## src/rtl/tally_pkg.sv

```systemverilog
package tally_pkg;

  typedef enum logic [2:0] {
    ST_IDLE, ST_CHECK, ST_READ, ST_EVAL, ST_UP, ST_DOWN, ST_WRITE, ST_DONE
  } tally_state_e;

  // tally must span -n..+n: magnitude bits plus a sign bit
  function automatic int unsigned ctr_width(input int unsigned n);
    return $clog2(n + 1) + 1;
  endfunction

  // signed test; caller passes the element sign-extended
  function automatic logic elem_positive(input logic signed [63:0] v);
    return v > 64'sd0;
  endfunction

endpackage

```

## src/rtl/tally_ctrl.sv

```systemverilog
module tally_ctrl
  import tally_pkg::*;
(
  input  logic clk,
  input  logic rst_n,
  input  logic start,
  input  logic more,
  input  logic positive,
  output logic clr,
  output logic rd_en,
  output logic up,
  output logic down,
  output logic wr_en,
  output logic done
);

  tally_state_e state_q, state_d;

  always_ff @(posedge clk) begin
    if (!rst_n) state_q <= ST_IDLE;
    else        state_q <= state_d;
  end

  always_comb begin
    state_d = state_q;
    clr     = 1'b0;
    case (state_q)
      ST_IDLE, ST_DONE: if (start) begin
        clr     = 1'b1;
        state_d = ST_CHECK;
      end
      ST_CHECK: state_d = more ? ST_READ : ST_DONE;
      ST_READ:  state_d = ST_EVAL;
      ST_EVAL:  state_d = positive ? ST_UP : ST_DOWN;
      ST_UP:    state_d = ST_WRITE;
      ST_DOWN:  state_d = ST_WRITE;
      ST_WRITE: state_d = ST_CHECK;
      default:  state_d = ST_IDLE;
    endcase
  end

  assign rd_en = (state_q == ST_READ);
  assign up    = (state_q == ST_UP);
  assign down  = (state_q == ST_DOWN);
  assign wr_en = (state_q == ST_WRITE);
  assign done  = (state_q == ST_DONE);

  // evaluation always leads to exactly one update state
  assert_branch_taken_R8: assert property (@(posedge clk) disable iff (!rst_n)
    (state_q == ST_EVAL) |=> (up || down));

  // a start seen mid-sweep does not clear
  assert_busy_start_ignored_R2: assert property (@(posedge clk) disable iff (!rst_n)
    (!done && state_q != ST_IDLE && start) |-> !clr);

endmodule

```

## src/rtl/tally_data.sv

```systemverilog
module tally_data #(
  parameter int unsigned COUNT  = 100,
  parameter int unsigned DATA_W = 8,
  parameter int unsigned ADDR_W = 8,
  parameter int unsigned CNT_W  = 8
) (
  input  logic                     clk,
  input  logic                     rst_n,
  input  logic                     clr,
  input  logic                     up,
  input  logic                     down,
  input  logic                     adv,
  input  logic [ADDR_W-1:0]        base_addr,
  output logic                     more,
  output logic [ADDR_W-1:0]        addr,
  output logic signed [CNT_W-1:0]  count,
  output logic [DATA_W-1:0]        wdata
);

  localparam int unsigned IDX_W = $clog2(COUNT + 1);
  localparam logic signed [CNT_W-1:0] CMAX = CNT_W'(COUNT);
  localparam logic signed [CNT_W-1:0] CMIN = -CMAX;

  logic [IDX_W-1:0]  idx_q;
  logic [ADDR_W-1:0] base_q;

  always_ff @(posedge clk) begin
    if (!rst_n) begin
      idx_q  <= '0;
      base_q <= '0;
      count  <= '0;
    end else if (clr) begin
      idx_q  <= '0;
      base_q <= base_addr;
      count  <= '0;
    end else begin
      if (up)   count <= count + CNT_W'(1);
      if (down) count <= count - CNT_W'(1);
      if (adv)  idx_q <= idx_q + IDX_W'(1);
    end
  end

  assign more  = (idx_q < IDX_W'(COUNT));
  assign addr  = base_q + ADDR_W'(idx_q);
  assign wdata = DATA_W'(count);

  assert_tally_bound_R4: assert property (@(posedge clk) disable iff (!rst_n)
    (count >= CMIN) && (count <= CMAX));

  assert_step_up_R4: assert property (@(posedge clk) disable iff (!rst_n)
    up |=> (count == $past(count) + CNT_W'(1)));

  assert_step_down_R4: assert property (@(posedge clk) disable iff (!rst_n)
    down |=> (count == $past(count) - CNT_W'(1)));

endmodule

```

## src/rtl/tally_sweep.sv

```systemverilog
module tally_sweep
  import tally_pkg::*;
#(
  parameter int unsigned COUNT  = 100,
  parameter int unsigned DATA_W = 8,
  parameter int unsigned ADDR_W = 8,
  parameter int unsigned CNT_W  = ctr_width(COUNT)
) (
  input  logic              clk,
  input  logic              rst_n,
  input  logic              start,
  input  logic [ADDR_W-1:0] base_addr,
  output logic              mem_rd,
  output logic              mem_wr,
  output logic [ADDR_W-1:0] mem_addr,
  output logic [DATA_W-1:0] mem_wdata,
  input  logic [DATA_W-1:0] mem_rdata,
  output logic              done,
  output logic [CNT_W-1:0]  result
);

  // named internal events
  logic clr_ev, up_ev, down_ev, more_w, positive_w;
  logic signed [CNT_W-1:0] count_w;

  assign positive_w = elem_positive(64'($signed(mem_rdata)));

  tally_ctrl u_ctrl (
    .clk(clk), .rst_n(rst_n), .start(start), .more(more_w),
    .positive(positive_w), .clr(clr_ev), .rd_en(mem_rd),
    .up(up_ev), .down(down_ev), .wr_en(mem_wr), .done(done)
  );

  tally_data #(.COUNT(COUNT), .DATA_W(DATA_W), .ADDR_W(ADDR_W), .CNT_W(CNT_W)) u_data (
    .clk(clk), .rst_n(rst_n), .clr(clr_ev), .up(up_ev), .down(down_ev),
    .adv(mem_wr), .base_addr(base_addr), .more(more_w), .addr(mem_addr),
    .count(count_w), .wdata(mem_wdata)
  );

  assign result = count_w;

  assert_one_strobe_R6: assert property (@(posedge clk) disable iff (!rst_n)
    !(mem_rd && mem_wr));

  assert_wr_follows_rd_R8: assert property (@(posedge clk) disable iff (!rst_n)
    mem_wr |-> ($past(mem_rd, 3) && (mem_addr == $past(mem_addr, 3))));

  assert_done_hold_R7: assert property (@(posedge clk) disable iff (!rst_n)
    (done && !start) |=> (done && $stable(result)));

  assert_restart_R9: assert property (@(posedge clk) disable iff (!rst_n)
    (done && start) |=> (!done && result == '0));

endmodule

```

## config.mk

```make
export PLATFORM = sky130hd
export DESIGN_NAME = tally_sweep
export DESIGN_NICKNAME = d
export VERILOG_FILES = /design/src/rtl/tally_pkg.sv /design/src/rtl/tally_ctrl.sv /design/src/rtl/tally_data.sv /design/src/rtl/tally_sweep.sv
export SDC_FILE = /design/constraint.sdc
export NUM_CORES = 1
export LEC_CHECK = 0
export BUFFER_PORTS_ARGS = -buffer_cell sky130_fd_sc_hd__buf_2
export CAP_MARGIN = 20
export CORE_MARGIN = 2
export CORE_UTILIZATION = 48
export CTS_CLUSTER_SIZE = 30
export DETAILED_ROUTE_END_ITERATION = 16
export HOLD_SLACK_MARGIN = 0.06
export PLACE_DENSITY = 0.81
export SKIP_LAST_GASP = 1
export SLEW_MARGIN = 20
export SYNTH_ARGS = -nofsm -noshare
export SYNTH_HDL_FRONTEND = slang
export SYNTH_SLANG_ARGS = --single-unit
```

## constraint.sdc

```tcl
create_clock -name clk -period 2.7 [get_ports clk]
set_clock_uncertainty 0.1 [all_clocks]
set_input_delay 0.135 -clock clk [delete_from_list [all_inputs] [get_ports clk]]
set_output_delay 0.135 -clock clk [all_outputs]
set_load 0.01 [all_outputs]
```

# == Word level (Yosys, flattened, before mapping) ==
# Cells that the tools add are included.
# W data, S select, Z words.
# totals
regBits,26
inputBits,19
elab_cells,32
# op_classes
n_addsub,4
n_lt_le_gt_ge,2
n_eq_ne,8
muxes,8
bitwise_logic,1
reduce_logical,5
# ops
operator,count
$pmux W3 S6,1
$mux W8,2
$eq A3 B3 Y1 const B,4
$add A8 B2 Y8 const B,1
$add A8 B7 Y8,1
$gt A8 B1 Y1 const B,1
$sub A8 B2 Y8 const B,1
$add A7 B1 Y7 const B,1
$lt A7 B7 Y1 const B,1
$eq A3 B2 Y1 const B,2
$mux W3,2
$reduce_or A2 Y1,3
$eq A3 B1 Y1 const B,1
$logic_not A3 Y1,1
$mux W1,3
$ne A2 B2 Y1 const B,1
$reduce_bool A2 Y1,1
$not A1 Y1,1

# == Depth between registers and ports, before layout ==
# logic_depth
depth_word,4
depth_mapped,9

# == Modules after synthesis ==
# From an unflattened synthesis, not the netlist that was laid out.
# unflattened
cells_unflattened,208
area_unflattened_um2,1789.2
# by_module_without_submodules
module,instances,cells_each,area_per_inst_um2
tally_data,1,177,1555.2
tally_ctrl,1,28,211.5
tally_sweep,1,3,22.5

# == Worst setup path after synthesis ==
# OpenSTA, ideal clock, no wires.
# synth_path
path_kind,flip-flop to flip-flop
from,register u_ctrl.state_q[2]
to,register u_data.count[4]
setup_time_ps,70
arrival_ps,1763
required_ps,2530
slack_ps,767
path_stages_with_launch,10
path_buffers,1
synth_period_minus_slack_ps,1933
path_cell_list,dfxtp_1 > nor2b_1 > clkbuf_1 > nand2_1 > xnor2_1 > ha_1 > nor2b_1 > a32oi_1 > or3_1 > a21oi_1
# synth_via
elab_chain_len,4
# synth_rtl
item,line_no,source
start: declaration,tally_ctrl.sv:17,"tally_state_e state_q, state_d;"
start signal: assignment,tally_ctrl.sv:21,else state_q <= state_d;
$eq A3 B3 Y1 or $logic_not A3 Y1 (tied branches),tally_ctrl.sv:27,case (state_q)
$reduce_or A2 Y1,tally_ctrl.sv:27,
$mux W1,tally_ctrl.sv:27,
$reduce_or A2 Y1 (no line),-,
end signal: assignment,tally_data.sv:37,if (up) count <= count + CNT_W'(1);
end signal: assignment,tally_data.sv:38,if (down) count <= count - CNT_W'(1);
end: declaration,tally_data.sv:16,"output logic signed [CNT_W-1:0] count,"
# Parallel ways exist; a longest one is shown, timed or not.
# A chain may end at the register's enable or synchronous reset.

# == Worst setup path after layout ==
# layout_path
from,register u_data.idx_q[0]
to,output port mem_addr[6]
# layout_via
elab_chain_len,1
# layout_rtl
item,line_no,source
start: declaration,tally_data.sv:24,logic [IDX_W-1:0] idx_q;
start signal: assignment,tally_data.sv:39,if (adv) idx_q <= idx_q + IDX_W'(1);
$add A8 B7 Y8,tally_data.sv:44,assign addr = base_q + ADDR_W'(idx_q);
end: declaration,tally_sweep.sv:15,"output logic [ADDR_W-1:0] mem_addr,"
# No other way between the ends.

==> results_dict.tcl <==
set metrics [dict create \
    avgViaCountPerCell 5.241 \
    syn_inst 193 \
    async_flop_share_pct 0 \
    drt_wl_total_um 3347 \
    power_density_nw_per_um2 391.4 \
    first_iter_violations 80 \
    die_h_um 63.65 \
    period_needed_ns 2.397 \
    r2r_cells 8 \
    clkLatencyLatePin_ns 0.32 \
    hold_depth 4 \
    drtPass1Iterations 4 \
    period_share_pct 88.79 \
    hold_end "u_ctrl.state_q[0]$_SDFFE_PN0P_" \
    cts_buffers 3 \
    finalHoldViolCount 0 \
    final.setup.tns_ns 0 \
    synthTopCellsByCount "dfxtp_1 (26), nor2_1 (15), mux2i_1 (13)" \
    worstHoldPathType "input port to register" \
    fillers 318 \
    synth_ff_type "dfxtp_1" \
    final_antenna_net_count 0 \
    area.growth.synth_to_final_pct 15.97 \
    dp.cells 266 \
    setup_viol 0 \
    status "complete, no violations" \
    io_buffers 45 \
    num-nets-final 263 \
    syn_avg_cell_area_sq_um 8.849 \
    ir_worst_vdd_mv 0.1893 \
    antenna_found_initial 0 \
    wl_met3_um 131 \
    report.final.slew_viol_count 0 \
    routed.top_layer "met4" \
    layout-drive-gt1-share_pct 25.00 \
    wl_met2_um 1631 \
    maxCapViolations 0 \
    tightestPinTransition_ns 0.5568 \
    antenna_cells 0 \
    synthTopCellsByArea "dfxtp_1 (30%), mux2i_1 (7.6%), ha_1 (6.6%)" \
    die_w_um 63.65 \
    cp_max_fo 4 \
    hold_ws_ns 0.09121 \
    vias 1457 \
    slowest_stage "fa_1" \
    rows 21 \
    worstPathArrival_ns 2.16 \
    ys_ff_latch 26 \
    cts_setup_buffers 0 \
    fmax_mhz 417.1 \
    drt-met1-wl_um 1570 \
    cts_tree "yes" \
    fin_cells 278 \
    fin_ws_ns 0.3026 \
    synth.most_common_cell "dfxtp_1" \
    ys_warn_count 0 \
    cts_max_path_buffers 2 \
    timing.rr.start "u_ctrl.state_q[2]$_SDFFE_PN0P_" \
    first_global_vias 1391 \
    drc 0 \
    start_kind "register" \
    grt_pass1_wl_um 6009 \
    wl_per_cell_um 12.04 \
    synth_top_area_share_pct 30.48 \
    pre_cts_ws_ns 0.5426 \
    synth_top_area_cell "dfxtp_1" \
    min_from "mem_rdata[7]" \
    globalplace.congestion 0.8041 \
    ios 46 \
    core_sq_um 3390 \
    cp-end-kind "output port" \
    hpwl_um 2413 \
    clkSinkCount 26 \
    syn_area_sq_um 1708 \
    cts_max_level 1 \
    grt_setup_unrepaired "no" \
    synth_cell_types 49 \
    critical_path_class "register to output port" \
    grt_max_degree 19 \
    regToRegEndpoint "u_data.count[4]$_SDFFE_PP0P_" \
    path_clk_slew_ns 0.14 \
    die-area_sq_um 4051 \
    path_cells "ha_1 -> fa_1 -> a21o_1 -> a21oi_1 -> or4b_1 -> o2111ai_1 -> buf_2" \
    globalRouteOverflowTotal 0 \
    start_util_pct 50.39 \
    max-slew-margin-rel_pct 62.74 \
    synth_nets 222 \
    grtUsageTotal_pct 18.20 \
    slowest_delay_ns 0.41 \
    regToRegSetupSlack_ns 0.51 \
    synth_edf_count 0 \
    worstPathRequired_ns 2.47 \
    yosysSeqAreaShare_pct 30.48 \
    leakagePower_uw 0.0008929 \
    clockRootBuffer "clkbuf_4" \
]
state kept, by name (all words and copies together) (netlist names):
signal,count
u_ctrl.state_q,3
u_data.base_q,8
u_data.count,8
u_data.idx_q,7
per-stage QoR:
step	cell area (sq um)	power [uW]	util [%]
CTS	1981	779.1	58.43
detailed placement	1868	603.6	55.11
global placement	1868	601.1	55.11
finish	1981	775.1	58.43
floorplan	1708	566.5	-
global route	1981	819.7	58.43
logic make-up after synthesis:
logic type / count (synthesis) / share of synthesized area (%)
AOI/OAI and AO/OA: 29 / 11.50
xor gates and xnor gates: 15 / 7.693
adders and majority gates: 10 / 7.766
buffers and inverters: 26 / 9.158
DFF: 26 / 30.48
muxes: 13 / 7.619
and+or+nand+nor: 74 / 25.79
cell usage in the layout, fill, tap and decap left out, types with 2 or more instances in the layout:
cell	netlist	routed
buf_2	5	45
dfxtp_1	26	26
nor2_1	15	15
mux2i_1	13	13
xnor2_1	12	12
nor2b_1	11	11
nand2_1	10	10
ha_1	9	9
dlygate4sd3_1	0	9
a21oi_1	8	8
nand3_1	8	8
o21ai_0	8	8
inv_1	7	7
nor3_1	7	7
xor2_1	3	3
nand3b_1	3	3
clkbuf_4	0	3
nor3b_1	2	2
or4b_1	2	2
nand4b_1	2	2
power breakdown:
group,internal [uW],switching (uW),leakage [uW]
clock,52.3,117,0.0000138
sequential,401,28.4,0.000211
combinational,92.0,84.4,0.000668
critical path, delay by kind of cell (launching register included):
family | cells | cell delay [ns]
flip-flops | 1 | 0.37
adder cells (fa/ha/maj) | 2 | 0.63
AND/OR/NAND/NOR | 1 | 0.16
AO/OA/AOI/OAI | 3 | 0.53
buffers and inverters | 1 | 0.15
routing by layer:
| layer | vias up | global-route usage, % |
|---|---|---|
| met5 | - | 0 |
| met4 | 0 | 5.707 |
| met3 | 2 | 2.321 |
| met2 | 37 | 31.84 |
| met1 | 670 | 23.09 |
| li1 | 748 | - |
layout make-up:
| cell class | instances | area, sq um | share of cell area [%] |
|---|---|---|---|
| clock buffers | 3 | 22.52 | 1.137 |
| inverters | 7 | 26.28 | 1.327 |
| multi-input cells | 141 | 1031 | 52.05 |
| flip-flops and latches | 26 | 520.5 | 26.28 |
| well taps | 46 | 57.56 | 2.906 |
| repair buffers | 55 | 322.8 | 16.30 |
worst max-delay path by stage:
stage | startpoint | endpoint
after floorplan | u_ctrl.state_q[2]$_SDFFE_PN0P_ | u_data.count[4]$_SDFFE_PP0P_
after global placement | u_ctrl.state_q[2]$_SDFFE_PN0P_ | u_data.count[4]$_SDFFE_PP0P_
after detailed placement | u_ctrl.state_q[2]$_SDFFE_PN0P_ | u_data.count[4]$_SDFFE_PP0P_
after CTS | u_data.idx_q[0]$_SDFFE_PP0P_ | mem_addr[6]
after global routing | u_data.idx_q[0]$_SDFFE_PP0P_ | mem_addr[6]
final | u_data.idx_q[0]$_SDFFE_PP0P_ | mem_addr[6]
what timing repair did:
item                                   in CTS  in global routing
resized for setup                           0                  0
endpoints found under the hold margin       9                  0
hold buffers                                9                  0
No activity file was read; power rests on OpenSTA's default activity.
